===== src/rtl/card_irq_pkg.sv =====
package card_irq_pkg;
  localparam int unsigned FLAG_W   = 8;
  localparam int unsigned PULSE_W  = 6;
  localparam int unsigned IRQ_W    = 3;
  localparam int unsigned BIT_FEMPTY = 7;
  localparam int unsigned BIT_FFULL  = 6;
  // group masks, line 0 in the low byte
  localparam logic [IRQ_W*FLAG_W-1:0] IRQ_MAP_DEF =
    {8'b0000_0011, 8'b0011_1100, 8'b1100_0000};
endpackage


===== src/rtl/card_irq_setgen.sv =====
module card_irq_setgen
  import card_irq_pkg::*;
(
  input  logic               clk,
  input  logic               rst_n,
  input  logic [FLAG_W-1:0]  en_i,
  input  logic               fifo_empty_i,
  input  logic               fifo_full_i,
  input  logic               tx_active_i,
  input  logic               rx_active_i,
  input  logic [PULSE_W-1:0] evt_i,
  output logic [FLAG_W-1:0]  set_o
);
  logic empty_q, empty_d, full_q, full_d;

  always_comb begin
    empty_d = fifo_empty_i;
    full_d  = fifo_full_i;
  end

  always_ff @(posedge clk or negedge rst_n) begin
    if (!rst_n) begin
      empty_q <= 1'b0;
      full_q  <= 1'b0;
    end else begin
      empty_q <= empty_d;
      full_q  <= full_d;
    end
  end

  always_comb begin
    set_o = '0;
    set_o[BIT_FEMPTY] = fifo_empty_i & ~empty_q & tx_active_i & en_i[BIT_FEMPTY];
    set_o[BIT_FFULL]  = fifo_full_i  & ~full_q  & rx_active_i & en_i[BIT_FFULL];
    set_o[PULSE_W-1:0] = evt_i & en_i[PULSE_W-1:0];
  end

  AST_EMPTY_NEEDS_TX: assert property (@(posedge clk) disable iff (!rst_n)
    set_o[BIT_FEMPTY] |-> (tx_active_i && $rose(fifo_empty_i)));
  AST_FULL_NEEDS_RX: assert property (@(posedge clk) disable iff (!rst_n)
    set_o[BIT_FFULL] |-> (rx_active_i && $rose(fifo_full_i)));
endmodule


===== src/rtl/card_irq_bank.sv =====
module card_irq_bank
  import card_irq_pkg::*;
(
  input  logic              clk,
  input  logic              rst_n,
  input  logic              rd_i,
  input  logic              wr_i,
  input  logic [FLAG_W-1:0] wdata_i,
  input  logic [FLAG_W-1:0] set_i,
  output logic [FLAG_W-1:0] flags_o
);
  logic [FLAG_W-1:0] flags_q, flags_d;
  logic [FLAG_W-1:0] arm_q, arm_d;
  logic [FLAG_W-1:0] clr;

  always_comb begin
    clr     = {FLAG_W{wr_i}} & ~wdata_i & arm_q;
    flags_d = (flags_q & ~clr) | set_i;
    if (rd_i) arm_d = flags_q & ~clr;
    else      arm_d = arm_q & ~clr;
  end

  always_ff @(posedge clk or negedge rst_n) begin
    if (!rst_n) begin
      flags_q <= '0;
      arm_q   <= '0;
    end else begin
      flags_q <= flags_d;
      arm_q   <= arm_d;
    end
  end

  assign flags_o = flags_q;

  AST_SET_WINS: assert property (@(posedge clk) disable iff (!rst_n)
    (|set_i) |=> ((flags_q & $past(set_i)) == $past(set_i)));
  AST_NO_SPURIOUS_SET: assert property (@(posedge clk) disable iff (!rst_n)
    (set_i == '0) |=> ((flags_q & ~$past(flags_q)) == '0));
  AST_CLEAR_NEEDS_ARM: assert property (@(posedge clk) disable iff (!rst_n)
    1'b1 |=> (($past(flags_q) & ~flags_q &
               ~($past(arm_q) & ~$past(wdata_i) & {FLAG_W{$past(wr_i)}})) == '0));
  AST_ARM_SUBSET: assert property (@(posedge clk) disable iff (!rst_n)
    $rose(|arm_q) |-> $past(rd_i));
endmodule


===== src/rtl/card_irq_group.sv =====
module card_irq_group
  import card_irq_pkg::*;
#(
  parameter logic [IRQ_W*FLAG_W-1:0] MAP = IRQ_MAP_DEF
) (
  input  logic [FLAG_W-1:0] flags_i,
  output logic [IRQ_W-1:0]  irq_o
);
  for (genvar k = 0; k < IRQ_W; k++) begin : g_line
    assign irq_o[k] = |(flags_i & MAP[k*FLAG_W +: FLAG_W]);
  end
endmodule


===== src/rtl/card_irq_flags.sv =====
module card_irq_flags
  import card_irq_pkg::*;
(
  input  logic               clk,
  input  logic               rst_n,
  input  logic               rd_stb,
  input  logic               wr_stb,
  input  logic [FLAG_W-1:0]  wr_data,
  output logic [FLAG_W-1:0]  rd_data,
  input  logic [FLAG_W-1:0]  flag_en,
  input  logic               fifo_empty,
  input  logic               fifo_full,
  input  logic               tx_active,
  input  logic               rx_active,
  input  logic [PULSE_W-1:0] evt,
  output logic [IRQ_W-1:0]   irq
);
  logic [FLAG_W-1:0] set_w, flags_w;

  card_irq_setgen u_setgen (
    .clk(clk), .rst_n(rst_n), .en_i(flag_en),
    .fifo_empty_i(fifo_empty), .fifo_full_i(fifo_full),
    .tx_active_i(tx_active), .rx_active_i(rx_active),
    .evt_i(evt), .set_o(set_w)
  );

  card_irq_bank u_bank (
    .clk(clk), .rst_n(rst_n), .rd_i(rd_stb), .wr_i(wr_stb),
    .wdata_i(wr_data), .set_i(set_w), .flags_o(flags_w)
  );

  card_irq_group #(.MAP(IRQ_MAP_DEF)) u_group (
    .flags_i(flags_w), .irq_o(irq)
  );

  assign rd_data = flags_w;

  AST_IRQ_QUIET: assert property (@(posedge clk) disable iff (!rst_n)
    (rd_data == '0) |-> (irq == '0));
  AST_IRQ_HOLD: assert property (@(posedge clk) disable iff (!rst_n)
    (!wr_stb && irq[0]) |=> irq[0]);
endmodule


===== config.mk =====
export PLATFORM = sky130hd
export DESIGN_NAME = card_irq_flags
export DESIGN_NICKNAME = d
export VERILOG_FILES = /design/src/rtl/card_irq_pkg.sv /design/src/rtl/card_irq_setgen.sv /design/src/rtl/card_irq_bank.sv /design/src/rtl/card_irq_group.sv /design/src/rtl/card_irq_flags.sv
export SDC_FILE = /design/constraint.sdc
export NUM_CORES = 1
export LEC_CHECK = 0
export BUFFER_PORTS_ARGS = -buffer_cell sky130_fd_sc_hd__buf_2
export CORE_MARGIN = 4
export CORE_UTILIZATION = 40
export CTS_CLUSTER_DIAMETER = 30
export DETAILED_ROUTE_END_ITERATION = 12
export PLACE_DENSITY = 0.79
export SKIP_LAST_GASP = 1
export SYNTH_ARGS = -nofsm -noshare
export SYNTH_HDL_FRONTEND = slang
export SYNTH_SLANG_ARGS = --single-unit

===== constraint.sdc =====
create_clock -name clk -period 2.6 [get_ports clk]
set_input_delay 0.26 -clock clk [delete_from_list [all_inputs] [get_ports clk]]
set_output_delay 0.26 -clock clk [all_outputs]
set_load 0.005 [all_outputs]

==> results_dict.tcl, run 1 <==
set metrics [dict create \
    status "finished, final reports clean" \
    cts_made_buffers 3 \
    cts-resized-gates 0 \
    max_cap_viol_count 0 \
    drtIter0Drc 4 \
    drc 0 \
    root_buffer "clkbuf_4" \
    ys_warn_count 0 \
    crit_start "u_bank.flags_o[4]$_DFF_PN0_" \
    ys_seq_area_share_pct 59.2 \
    rrSetupSlack_ns 1.76 \
    min_path_type "input pin to flop" \
    slew_viol_final 0 \
    wl_met3_um 120 \
    grt_pass1_vias 639 \
    grt.total_usage_pct 13.6 \
    hold_viol 0 \
    post_cts_buffers 0 \
    skew_ns 0.0105 \
    die_y_um 51.6 \
    hpwl_um 1250 \
    final.min_clock_period_ns 1.62 \
    syn_area_per_cell_um2 13.1 \
    path_class "flop to output pin" \
    peakVddDrop_v 0.000362 \
    cts_sinks 18 \
    final.setup.tns_ns 0 \
    wirelength_um 1680 \
    critPathMaxFanout 4 \
    fin_total_pwr_w 0.000685 \
    met2_length_um 780 \
    p_leak_nw 0.515 \
    synth_top_area_cell "dfrtp_1" \
    area_delta_synth_final_pct 35.0 \
    async_reset_ff_share_pct 100 \
    grt_overflow 0 \
    setup_viol 0 \
    synth_cell_types 16 \
    cp-endpoint "irq[1]" \
    fmax_mhz 618 \
    cp-start-kind "flop" \
    rsz0062_at_grt "false" \
    synthTopCellsByCount "dfrtp_1 (18), nand2b_1 (6), nand3b_1 (6), o211a_1 (6), a22o_1 (5)" \
    initial_core_util_pct 43.1 \
    port_buffers 40 \
    finalCritPeriodShare_pct 62.2 \
    worstPathRequired_ns 2.34 \
    clock_path_buffers 2 \
    dieArea_mm2 0.00266 \
    r2r.worst_path.cells 2 \
    antenna_found_initial 0 \
    h-tree-depth 1 \
    routed_via_density 4.99 \
    gp_congestion 0.711 \
    powerDensity_mw_per_mm2 667 \
    grt_max_degree 19 \
    core-area_mm2 0.00176 \
    ys.flop_type "dfrtp_1" \
    io_pins 41 \
    top_layer_used "met4" \
    r2r-start "u_bank.arm_q[6]$_DFF_PN0_" \
    wire_per_inst_um 13.2 \
    grt_pass1_wl_um 2660 \
    tightestPinTransition_ns 0.399 \
    cts_tree "built" \
    yosys-top-cells-area "dfrtp_1 (59%), o211a_1 (7.9%), nand3b_1 (5.9%)" \
    setup.worst_path.end_class "output pin" \
    synthCells 58 \
    wl_met1_um 760 \
    synth_most_common_cell "dfrtp_1" \
    clkTransAtPathRegs_ns 0.11 \
    vias 634 \
    synth_seq_cells 18 \
    n_antenna_cell 0 \
    worstSkewPairLatency_ns 0.29 \
    r2r-end "u_bank.arm_q[6]$_DFF_PN0_" \
    synth_edf_count 0 \
    rows 15 \
    worstHoldStart "fifo_empty" \
    relSlewSlack_pct 73.4 \
    drtPass1Iterations 4 \
    die_w_um 51.6 \
    ant_nets 0 \
    syn-num-nets 88 \
    synthesis.area_um2 761 \
    arrival_ns 1.36 \
    hold_buffers 1 \
    yosys.area.top_type_share_pct 59.2 \
    nets 133 \
    drive_gt1_share_pct 47.1 \
]
==> worst min path at each step <==
stage          cells past startpoint  slack (ns)                     endpoint
3_5_place_dp                       1        0.21  u_bank.flags_o[7]$_DFF_PN0_
2_1_floorplan                      0       -0.04    u_bank.arm_q[0]$_DFF_PN0_
6_report                           1        0.08   u_setgen.empty_q$_DFF_PN0_
5_1_grt                            1        0.06    u_setgen.full_q$_DFF_PN0_
4_1_cts                            1        0.08   u_setgen.empty_q$_DFF_PN0_
3_3_place_gp                       1        0.21  u_bank.flags_o[7]$_DFF_PN0_
==> metrics by stage <==
step	setup WS, ns	std cells	utilization, %	hold WS (ns)	area [um^2]
2_1_floorplan	1.42	58	-	-0.0356	761
4_1_cts	0.976	127	58.2	0.0770	1030
3_3_place_gp	1.31	122	55.6	0.209	981
6_report	0.983	127	58.2	0.0811	1030
3_5_place_dp	1.31	122	55.6	0.207	981
5_1_grt	0.935	127	58.2	0.0643	1030
==> worst max-delay path, stage by stage (launching register included) <==
cell and delay [ns]:
dfrtp_1 0.42, or4_1 0.50, buf_2 0.14
==> report_power, final <==
| group | internal (W) | switching [W] | total, W | leakage (nW) |
|---|---|---|---|---|
| logic | 0.0000861 | 0.0000634 | 0.000149 | 0.292 |
| registers | 0.000332 | 0.0000318 | 0.000364 | 0.203 |
| clock network | 0.0000852 | 0.0000864 | 0.000172 | 0.0210 |
==> registers in the layout (all words and copies together), names as in the netlist <==
name,flops
u_setgen.full_q,1
u_bank.flags_o,8
u_bank.arm_q,8
u_setgen.empty_q,1
==> per-layer routing <==
layer / vias to the layer above / global-route usage [%]
met4: 0 / 7.86
li1: 306 / -
met1: 299 / 17.8
met5: - / 0
met3: 2 / 2.58
met2: 27 / 20.8
==> logic make-up after synthesis <==
family / count (synthesis) / share of synthesized area (%)
simple gates: 21 / 18.8
compound gates: 16 / 19.6
buf+inv: 3 / 2.47
flops: 18 / 59.2
==> cell usage in the layout, fill, tap and decap left out, drive strengths merged <==
| cell type | netlist | final |
|---|---|---|
| nand4b | 2 | 2 |
| o211a | 6 | 6 |
| or4 | 1 | 1 |
| nand3b | 6 | 6 |
| buf | 1 | 40 |
| a211oi | 2 | 2 |
| dlygate4sd3 | 0 | 1 |
| nand2b | 6 | 6 |
| or2 | 1 | 1 |
| clkbuf | 0 | 4 |
| nor2 | 2 | 2 |
| inv | 2 | 2 |
| dfrtp | 18 | 18 |
| a22o | 6 | 6 |
| o21ai | 2 | 2 |
| nand2 | 1 | 1 |
| and3b | 2 | 2 |
==> area by class of cell <==
class,count,area [um^2]
fillers,168,737
flip-flops and latches,18,450
multi-input cells,37,292
repair buffers,41,210
clock buffers,4,36.3
well taps,25,31.3
inverters,2,7.51
(Power assumes the default switching activity.)
==> inputs of run 2 (changes only) <==
clock period = 1.7 ns   (was 2.6 ns; I/O delays follow)
==> results_dict.tcl, run 2 (synthesis results as in run 1) <==
set metrics [dict create \
    status "finished, final reports clean" \
    rrSetupSlack_ns 0.85 \
    antenna_found_initial 0 \
    worstPathRequired_ns 1.53 \
    gp_congestion 0.711 \
    skew_ns 0.0105 \
    p_sw_share_pct 26.7 \
    area_delta_synth_final_pct 37.7 \
    arrival_ns 1.36 \
    max_cap_viol_count 0 \
    drtIter0Drc 9 \
    r2r-end "u_bank.arm_q[6]$_DFF_PN0_" \
    switching_power_w 0.000282 \
    worstSkewPairLatency_ns 0.29 \
    die_w_um 51.6 \
    grt_overflow 0 \
    drc 0 \
    clock_path_buffers 2 \
    tightestPinTransition_ns 0.405 \
    grt.total_usage_pct 14.6 \
    final.setup.tns_ns 0 \
    min_path_type "input pin to flop" \
    clkTransAtPathRegs_ns 0.11 \
    worstHoldStart "flag_en[2]" \
    initial_core_util_pct 43.1 \
    powerDensity_mw_per_mm2 1010 \
    setup.worst_path.end_class "output pin" \
    cts_tree "built" \
    cts_made_buffers 3 \
    grt_pass1_vias 660 \
    hold_viol 0 \
    power.internal_w 0.000774 \
    io_pins 41 \
    grt_max_degree 19 \
    peakVddDrop_v 0.000558 \
    hpwl_um 1250 \
    rsz0062_at_grt "false" \
    r2r-start "u_bank.arm_q[6]$_DFF_PN0_" \
    dieArea_mm2 0.00266 \
    nets 135 \
    fmax_mhz 653 \
    port_buffers 40 \
    grt_pass1_wl_um 2830 \
    routed_via_density 5.09 \
    core-area_mm2 0.00176 \
    final_cell_area_mm2 0.00105 \
    cts_sinks 18 \
    rows 15 \
    final_common_cell "buf_2" \
    p_leak_nw 0.523 \
    root_buffer "clkbuf_4" \
    relSlewSlack_pct 73.0 \
    pwr-share-comb_pct 22.1 \
    cp-start-kind "flop" \
    fillers 165 \
    wirelength_um 1810 \
    die_y_um 51.6 \
    wire_per_inst_um 14.0 \
    slew_viol_final 0 \
    drtPass1Iterations 4 \
    hold_depth 2 \
    fin_total_pwr_w 0.00106 \
    final.min_clock_period_ns 1.53 \
    r2r.worst_path.cells 2 \
    seqPwrFrac_pct 52.9 \
    setup_viol 0 \
    critPathMaxFanout 4 \
    holdPathEnd "u_bank.flags_o[2]$_DFF_PN0_" \
    path_class "flop to output pin" \
    n_antenna_cell 0 \
    finalCritPeriodShare_pct 90.1 \
    dpl-instance-area_um2 981 \
    ant_nets 0 \
    power_frac_clock_pct 25.0 \
    drive_gt1_share_pct 46.2 \
    vias 657 \
    final_cell_mix "buf_2 (40), dfrtp_1 (18), nand3b_1 (6), nand2b_1 (6), o211a_1 (6)" \
    h-tree-depth 1 \
]
==> run 2: changes by cell type in the layout (fill, tap and decap cells not counted), sizes merged <==
cell,change
dlygate4sd3,+2
==> run 2: worst max-delay path, cell delays in order (launching register included) <==
cell and delay (ns):
dfrtp_1 0.43, or4_1 0.50, buf_2 0.14
==> run 2: through the flow <==
step | hold slack (ns) | utilization [%] | cells | setup slack (ns)
after detailed placement | 0.117 | 55.6 | 122 | 0.503
after global routing | 0.103 | 59.4 | 129 | 0.125
final | 0.0985 | 59.4 | 129 | 0.168
after CTS | 0.0915 | 59.4 | 129 | 0.166
after floorplan | -0.126 | - | 58 | 0.613
after global placement | 0.119 | 55.6 | 122 | 0.496
==> run 2: what timing repair did <==
item                      4_1_cts  5_1_grt
hold buffers                    3        0
resized for setup               0        0
hold endpoints to repair       20        0
setup buffers                   0        0
==> run 2: worst max-delay path by stage <==
stage	start	endpoint	cells after the start
final	u_bank.flags_o[4]$_DFF_PN0_	irq[1]	2
after global routing	u_bank.flags_o[5]$_DFF_PN0_	irq[1]	2
after CTS	u_bank.flags_o[5]$_DFF_PN0_	irq[1]	2
after detailed placement	u_bank.flags_o[5]$_DFF_PN0_	irq[1]	2
after global placement	u_bank.flags_o[5]$_DFF_PN0_	irq[1]	2
after floorplan	u_bank.flags_o[5]$_DFF_PN0_	irq[1]	1
==> run 2: final cells by class <==
cell class | instances | area [um^2] | area share, %
Sequential cell | 18 | 450 | 43.0
Inverter | 2 | 7.51 | 0.717
Tap cell | 25 | 31.3 | 2.99
Multi-Input combinational cell | 37 | 292 | 27.8
Timing Repair Buffer | 43 | 230 | 22.0
Clock buffer | 4 | 36.3 | 3.46
==> run 2: metal layers <==
metal | GRT usage [%] | vias up | part of all wire, %
li1 | - | 311 | -
met1 | 18.4 | 313 | 44
met2 | 23.7 | 31 | 48
met3 | 2.58 | 2 | 7.1
met4 | 7.86 | 0 | 1.1
met5 | 0 | - | 0
==> run 2: power groups by stage <==
stage	sequential (W)	clock, W	combinational, W
after CTS	0.000558	0.000267	0.000236
after global placement	0.000559	0	0.000227
after global routing	0.000570	0.000285	0.000259
after floorplan	0.000561	0	0.000118
after detailed placement	0.000566	0	0.000229
final	0.000559	0.000264	0.000233
